**config.mk**
```make
export PLATFORM = sky130hd
export DESIGN_NAME = pwm_timer_bank
export DESIGN_NICKNAME = d
export VERILOG_FILES = /design/src/rtl/pwm_timer_pkg.sv /design/src/rtl/pwm_prescaler.sv /design/src/rtl/pwm_channel.sv /design/src/rtl/pwm_timer_bank.sv
export SDC_FILE = /design/constraint.sdc
export NUM_CORES = 2
export LEC_CHECK = 0
export BUFFER_PORTS_ARGS = -buffer_cell sky130_fd_sc_hd__buf_2
export CAP_MARGIN = 20
export CORE_ASPECT_RATIO = 1.4
export CORE_UTILIZATION = 60
export CTS_CLUSTER_DIAMETER = 200
export CTS_CLUSTER_SIZE = 28
export DETAILED_ROUTE_END_ITERATION = 7
export PLACE_DENSITY = 0.77
export SLEW_MARGIN = 10
export SYNTH_ARGS = -nofsm -noshare
export SYNTH_HDL_FRONTEND = slang
export SYNTH_SLANG_ARGS = --single-unit
```
**constraint.sdc**
```tcl
create_clock -name clk -period 4.45 [get_ports clk]
set_clock_uncertainty 0.1 [all_clocks]
set_input_delay 0.2225 -clock clk [delete_from_list [all_inputs] [get_ports clk]]
set_output_delay 0.2225 -clock clk [all_outputs]
set_load 0.02 [all_outputs]
```
**src/rtl/pwm_timer_pkg.sv**
```systemverilog
package pwm_timer_pkg;
  localparam int NCH    = 5;
  localparam int NOUT   = 4;
  localparam int CNT_W  = 32;
  localparam int PRE_W  = 8;
  localparam int DIV_W  = 4;
  localparam int ADDR_W = 5;

  localparam logic [ADDR_W-1:0] A_PRE  = 5'd0;
  localparam logic [ADDR_W-1:0] A_DIV  = 5'd1;
  localparam logic [ADDR_W-1:0] A_CTRL = 5'd2;
  localparam logic [ADDR_W-1:0] A_EVT  = 5'd17;

  function automatic logic [ADDR_W-1:0] reload_addr(int n);
    return (n < NOUT) ? ADDR_W'(3 + 3*n) : ADDR_W'(15);
  endfunction
  function automatic logic [ADDR_W-1:0] cmp_addr(int n);
    return ADDR_W'(4 + 3*n);
  endfunction
  function automatic logic [ADDR_W-1:0] live_addr(int n);
    return (n < NOUT) ? ADDR_W'(5 + 3*n) : ADDR_W'(16);
  endfunction

  // control word layout: channel 0 at bit 0, channel n>=1 at 4*(n+1)
  function automatic int run_pos(int n);
    return (n == 0) ? 0 : 4*(n+1);
  endfunction
  function automatic int load_pos(int n);
    return run_pos(n) + 1;
  endfunction
  function automatic int inv_pos(int n);
    return run_pos(n) + 2;
  endfunction
  function automatic int arel_pos(int n);
    return (n == NCH-1) ? 22 : run_pos(n) + 3;
  endfunction
endpackage

```
**src/rtl/pwm_prescaler.sv**
```systemverilog
module pwm_prescaler #(
  parameter int PW = 8
) (
  input  logic          clk,
  input  logic          rst_n,
  input  logic [PW-1:0] limit,
  output logic          tick
);
  logic [PW-1:0] cnt_q;

  assign tick = (cnt_q >= limit);

  always_ff @(posedge clk or negedge rst_n) begin
    if (!rst_n)    cnt_q <= '0;
    else if (tick) cnt_q <= '0;
    else           cnt_q <= cnt_q + 1'b1;
  end
endmodule

```
**src/rtl/pwm_channel.sv**
```systemverilog
module pwm_channel #(
  parameter int W  = 32,
  parameter int DW = 4
) (
  input  logic          clk,
  input  logic          rst_n,
  input  logic          pre_tick,
  input  logic [DW-1:0] div_sel,
  input  logic          run,
  input  logic          load,
  input  logic          arel,
  input  logic          inv,
  input  logic [W-1:0]  reload_buf,
  input  logic [W-1:0]  cmp_buf,
  output logic [W-1:0]  count,
  output logic          zero_evt,
  output logic          pin
);
  localparam int DMAX_W = 4;

  logic [W-1:0]      cnt_q, cmp_q;
  logic              raw_q;
  logic [DMAX_W-1:0] dcnt_q, dmax;
  logic              step;

  always_comb begin
    if (div_sel >= DW'(4)) dmax = 4'd15;
    else                   dmax = DMAX_W'((1 << div_sel) - 1);
  end

  assign step     = run && pre_tick && (dcnt_q == dmax);
  assign zero_evt = step && !load && (cnt_q == W'(1));
  assign count    = cnt_q;
  assign pin      = run ? (raw_q ^ inv) : inv;

  always_ff @(posedge clk or negedge rst_n) begin
    if (!rst_n) begin
      cnt_q  <= '0;
      cmp_q  <= '0;
      raw_q  <= 1'b0;
      dcnt_q <= '0;
    end else if (load) begin
      cnt_q  <= reload_buf;
      cmp_q  <= cmp_buf;
      raw_q  <= 1'b1;
      dcnt_q <= '0;
    end else begin
      if (run && pre_tick)
        dcnt_q <= (dcnt_q == dmax) ? '0 : dcnt_q + 1'b1;
      if (step) begin
        if (cnt_q != '0) begin
          cnt_q <= cnt_q - 1'b1;
          if (cnt_q - 1'b1 == cmp_q) raw_q <= 1'b0;
        end else if (arel) begin
          cnt_q <= reload_buf;
          cmp_q <= cmp_buf;
          raw_q <= 1'b1;
        end
      end
    end
  end
endmodule

```
**src/rtl/pwm_timer_bank.sv**
```systemverilog
module pwm_timer_bank
  import pwm_timer_pkg::*;
(
  input  logic              clk,
  input  logic              rst_n,
  input  logic              wr_en,
  input  logic [ADDR_W-1:0] wr_addr,
  input  logic [CNT_W-1:0]  wr_data,
  input  logic [ADDR_W-1:0] rd_addr,
  output logic [CNT_W-1:0]  rd_data,
  output logic [NOUT-1:0]   pwm_out
);
  localparam int PRE_BITS = 2*PRE_W;
  localparam int DIV_BITS = NCH*DIV_W;

  logic [PRE_BITS-1:0]         pre_q;
  logic [DIV_BITS-1:0]         div_q;
  logic [CNT_W-1:0]            ctrl_q;
  logic [NCH-1:0][CNT_W-1:0]   rbuf_q;
  logic [NCH-1:0][CNT_W-1:0]   cbuf_q;
  logic [NCH-1:0][CNT_W-1:0]   live;
  logic [NCH-1:0]              evt_q, zero_hit, pins;
  logic [1:0]                  grp_tick;
  logic                        unused_ch4_pin;

  for (genvar g = 0; g < 2; g++) begin : g_pre
    pwm_prescaler #(.PW(PRE_W)) u_pre (
      .clk(clk), .rst_n(rst_n),
      .limit(pre_q[g*PRE_W +: PRE_W]),
      .tick(grp_tick[g])
    );
  end

  for (genvar n = 0; n < NCH; n++) begin : g_ch
    pwm_channel #(.W(CNT_W), .DW(DIV_W)) u_ch (
      .clk(clk), .rst_n(rst_n),
      .pre_tick(n < 2 ? grp_tick[0] : grp_tick[1]),
      .div_sel(div_q[n*DIV_W +: DIV_W]),
      .run(ctrl_q[run_pos(n)]),
      .load(ctrl_q[load_pos(n)]),
      .arel(ctrl_q[arel_pos(n)]),
      .inv(n < NOUT ? ctrl_q[inv_pos(n)] : 1'b0),
      .reload_buf(rbuf_q[n]),
      .cmp_buf(cbuf_q[n]),
      .count(live[n]),
      .zero_evt(zero_hit[n]),
      .pin(pins[n])
    );
  end

  assign pwm_out        = pins[NOUT-1:0];
  assign unused_ch4_pin = pins[NCH-1];

  always_ff @(posedge clk or negedge rst_n) begin
    if (!rst_n) begin
      pre_q  <= '0;
      div_q  <= '0;
      ctrl_q <= '0;
      rbuf_q <= '0;
      cbuf_q <= '0;
    end else if (wr_en) begin
      if (wr_addr == A_PRE)  pre_q  <= wr_data[PRE_BITS-1:0];
      if (wr_addr == A_DIV)  div_q  <= wr_data[DIV_BITS-1:0];
      if (wr_addr == A_CTRL) ctrl_q <= wr_data;
      for (int n = 0; n < NCH; n++) begin
        if (wr_addr == reload_addr(n)) rbuf_q[n] <= wr_data;
        if (n < NOUT && wr_addr == cmp_addr(n)) cbuf_q[n] <= wr_data;
      end
    end
  end

  always_ff @(posedge clk or negedge rst_n) begin
    if (!rst_n) evt_q <= '0;
    else if (wr_en && wr_addr == A_EVT)
      evt_q <= (evt_q & ~wr_data[NCH-1:0]) | zero_hit;
    else
      evt_q <= evt_q | zero_hit;
  end

  always_comb begin
    rd_data = '0;
    if (rd_addr == A_PRE)  rd_data = CNT_W'(pre_q);
    if (rd_addr == A_DIV)  rd_data = CNT_W'(div_q);
    if (rd_addr == A_CTRL) rd_data = ctrl_q;
    if (rd_addr == A_EVT)  rd_data = CNT_W'(evt_q);
    for (int n = 0; n < NCH; n++) begin
      if (rd_addr == reload_addr(n)) rd_data = rbuf_q[n];
      if (n < NOUT && rd_addr == cmp_addr(n)) rd_data = cbuf_q[n];
      if (rd_addr == live_addr(n)) rd_data = live[n];
    end
  end
endmodule

```
==> run metrics <==
fin crit period=4.35 ns; fraction of layout instances using a drive strength above 1=20.6%; sequential share of power=48.7%; Ports=81; number of buffers created by CTS=28; start of the worst register-to-register path=g_ch[1].u_ch.count[6]; proportion of synthesized flip-flops having asynchronous set or reset=100%; count of endpoints failing setup in the final report=0; outcome=finished with violations; max capacitance violation total=0; number of library cell types mapped by synthesis=90; number of fillers in the final layout=5374; Vias/cell=7.36; clock share of power=14.3%; Buffers on Ports=80; net load switching power=9.74 mW; summed negative setup slack over all endpoints=0 ns; H-tree depth=1; data arrival time of the critical path=4.02 ns; fin. max-slew vios=0; final period utilization=97.7%; failing checks=design-rule violations; initial standard-cell utilization of the core=60.9%; portion of the post-synthesis area used by sequential elements=44.0%; area enclosed by the die boundary=66400 um2; P_int=12.9 mW; setup slack after layout=0.103 ns; total number of yosys warnings=0; post-CTS setup buffer count=0; worst slew slack as a fraction of its limit=15.0%; Final ANT Viol Nets=0; number of violations reported at the end of detailed-routing iteration 0=4639; endpoints failing hold=0; path class of the lowest-slack min-delay path=input pin to async pin; Synth Register Bits=689; sort of element at the start of the critical path=input pin; Critical R2R Capture=g_ch[1].u_ch.raw_q; leakage power=17.5 nW; area grow syn2layout=6.14%; remaining design rule violation count=1; overall track demand over capacity in global routing=47.9%; flop2flop setup slack=0.18 ns; number of antenna violations at the first check in global routing=19; max frequency=230 MHz; areal power density over the cells=545 nW/um2; number of synthesized flops with an enable pin=0; detailed-route wire length per cell=33.3 um; 1st-pass router iterations=8; clock input transition at the sequential cells of the worst setup and hold paths=0.12 ns; flip-flop cell with the highest count after synthesis=dfrtp_1; CTS Root Cell=clkbuf_16; Resized cells post-CTS=0; global-route wire length before repair=231000 um; nets=3986; largest net degree at the start of global routing=104; Cell Rows=110; launch point of the worst path=rd_addr[0]; top fanout value on the critical path=20; worst setup path category=input pin to primary output; die width=218 um; R2R cell count=9; number of global-route vias before repair=33456; Switching Fraction=43.0%; vias after detailed routing=34934; combinational group share of total power=37.1%; maximum count of clock buffers along a single path=3; sum of net half-perimeters after detailed placement=115000 um; # hold bufs at CTS=4; clock tree from TritonCTS=yes; Synth Instances=3959; source-to-sink clock delay at the later pin of the worst-skew pair=0.66 ns; Core Footprint=64400 um2; final weighted congestion of routability-driven global placement=1.08; CP endpoint kind=primary output; global route overflow=0; endpoint of the worst setup timing path=rd_data[9]; Die H=304 um; Synth Area per Inst=9.90 um2; CP required=4.13 ns; minimum setup slack after placement=0.495 ns; number of nets produced by synthesis=4047; Worst Tran Pin Value=1.27 ns; post-detailed-routing wire length=158000 um; post-synth design cell area=39200 um2; clock net sink count=689; Max rail drop VDD=0.495 mV; setup repair after global routing missed its margin=false
flip-flops by register name (all words and copies together) (netlist names):
signal	cells
g_ch.u_ch.dcnt_q	20
g_ch.u_ch.raw_q	4
rbuf_q	160
cbuf_q	128
ctrl_q	32
div_q	20
evt_q	5
g_ch.u_ch.cmp_q	128
pre_q	16
g_ch.u_ch.count	160
g_pre.u_pre.cnt_q	16
worst max-delay path: stages:
cell and delay [ns]:
buf_2 0.20, or3_1 0.48, nor2_2 0.78, buf_4 0.34, a21oi_1 0.09, a31oi_1 0.43
o221ai_1 0.20, a21oi_1 0.82, a221o_1 0.28, buf_2 0.18
power groups by stage:
| stage | Sequential (mW) | Combinational (mW) | Clock (mW) |
|---|---|---|---|
| after global placement | 10.9 | 7.92 | 0 |
| after detailed placement | 11.0 | 8.10 | 0 |
| final | 11.0 | 8.41 | 3.23 |
| after CTS | 10.9 | 8.15 | 3.22 |
| after global routing | 11.2 | 9.03 | 3.42 |
| after floorplan | 9.35 | 6.41 | 0 |
final cells by class:
cell class	instances	area, um2	share of cell area [%]
clock inverter	1	16.3	0.0391
sequential	689	17200	41.4
antenna	11	27.5	0.0662
multi-input combinational	2872	20500	49.4
timing repair buffer	244	1760	4.23
clock buffer	29	726	1.74
inverter	63	236	0.568
tap	840	1050	2.53
stage by stage:
step                cells  area (um2)  total power, mW  hold slack [ns]  util (%)
floorplan            3959       39200             15.8           -0.173         -
global placement     4701       40800             18.9            0.218      63.3
detailed placement   4701       40800             19.1            0.225      63.3
CTS                  4735       41500             22.3          0.00740      64.5
global route         4738       41600             23.6           0.0420      64.6
finish               4749       41600             22.7           0.0298      64.6
logic make-up after synthesis:
group / Yosys count / synth area share [%]
muxes: 510 / 14.6
buffers and inverters: 398 / 3.99
adders and majority gates: 43 / 1.37
xor gates and xnor gates: 225 / 5.06
DFF: 689 / 44.0
AOI/OAI and AO/OA: 1040 / 17.1
and+or+nand+nor: 1054 / 13.8
layout by cell type (no fill, tap or decap), types with 17 or more instances in the layout:
cell / instances
or3_1: 41
o22a_1: 54
a221o_1: 23
buf_4: 150
a211oi_1: 31
nor2_1: 269
nor3b_1: 18
nand3_1: 108
and3_1: 20
clkbuf_16: 29
o221ai_1: 28
a22o_1: 17
nor3_1: 133
a221oi_1: 41
a22oi_1: 46
and2_1: 17
o21ai_0: 211
o21ai_1: 38
dfrtp_1: 689
xnor2_1: 156
a31oi_1: 50
mux2_2: 460
inv_1: 63
nand3b_1: 19
o22ai_1: 52
a21oi_1: 299
nor2b_1: 18
mux2i_1: 20
nand2b_1: 28
buf_2: 80
mux2_1: 29
ha_1: 43
or4_1: 22
xor2_1: 68
nand2_1: 183
nor4_1: 50
a222oi_1: 17
nand4_1: 43
Yosys cell counts, types with 18 or more instances:
library cell	number	area (um2)
and3_1	20	125
or4_1	22	165
a31oi_1	51	319
nor4_1	50	313
o22ai_1	52	325
nand4_1	43	269
a221oi_1	41	359
nor2b_1	19	119
a211oi_1	32	240
xor2_1	68	596
mux2_2	460	5180
mux2_1	29	327
nand2_1	184	691
a22oi_1	46	345
mux2i_1	20	200
clkbuf_1	255	957
a221o_1	23	230
buf_2	27	135
nor2_1	283	1060
o22a_1	54	473
buf_1	44	165
or3_1	41	257
inv_1	63	236
nand3b_1	19	143
a21oi_1	301	1510
o21ai_1	39	195
nor3_1	134	671
xnor2_1	156	1370
nand2b_1	28	175
ha_1	43	538
nand3_1	108	541
o21ai_0	211	1060
nor3b_1	18	135
dfrtp_1	689	17200
o221ai_1	28	245
layer usage:
metal,track usage [%],part of all wire (%),vias up
li1,-,-,14470
met5,0,0.041,-
met3,12.7,10,813
met4,45.0,12,10
met2,72.2,45,2383
met1,55.1,34,17258
how the worst min path moves through the flow:
stage,from,endpoint,cells past startpoint
after global placement,rst_n,g_ch[2].u_ch.cmp_q[12],1
after global routing,wr_data[25],rbuf_q[89],2
after floorplan,rst_n,cbuf_q[0],0
final,rst_n,g_ch[2].u_ch.count[11],2
after CTS,wr_addr[3],evt_q[4],5
after detailed placement,rst_n,g_ch[2].u_ch.cmp_q[12],1
Power figures use the tool's default switching activity.
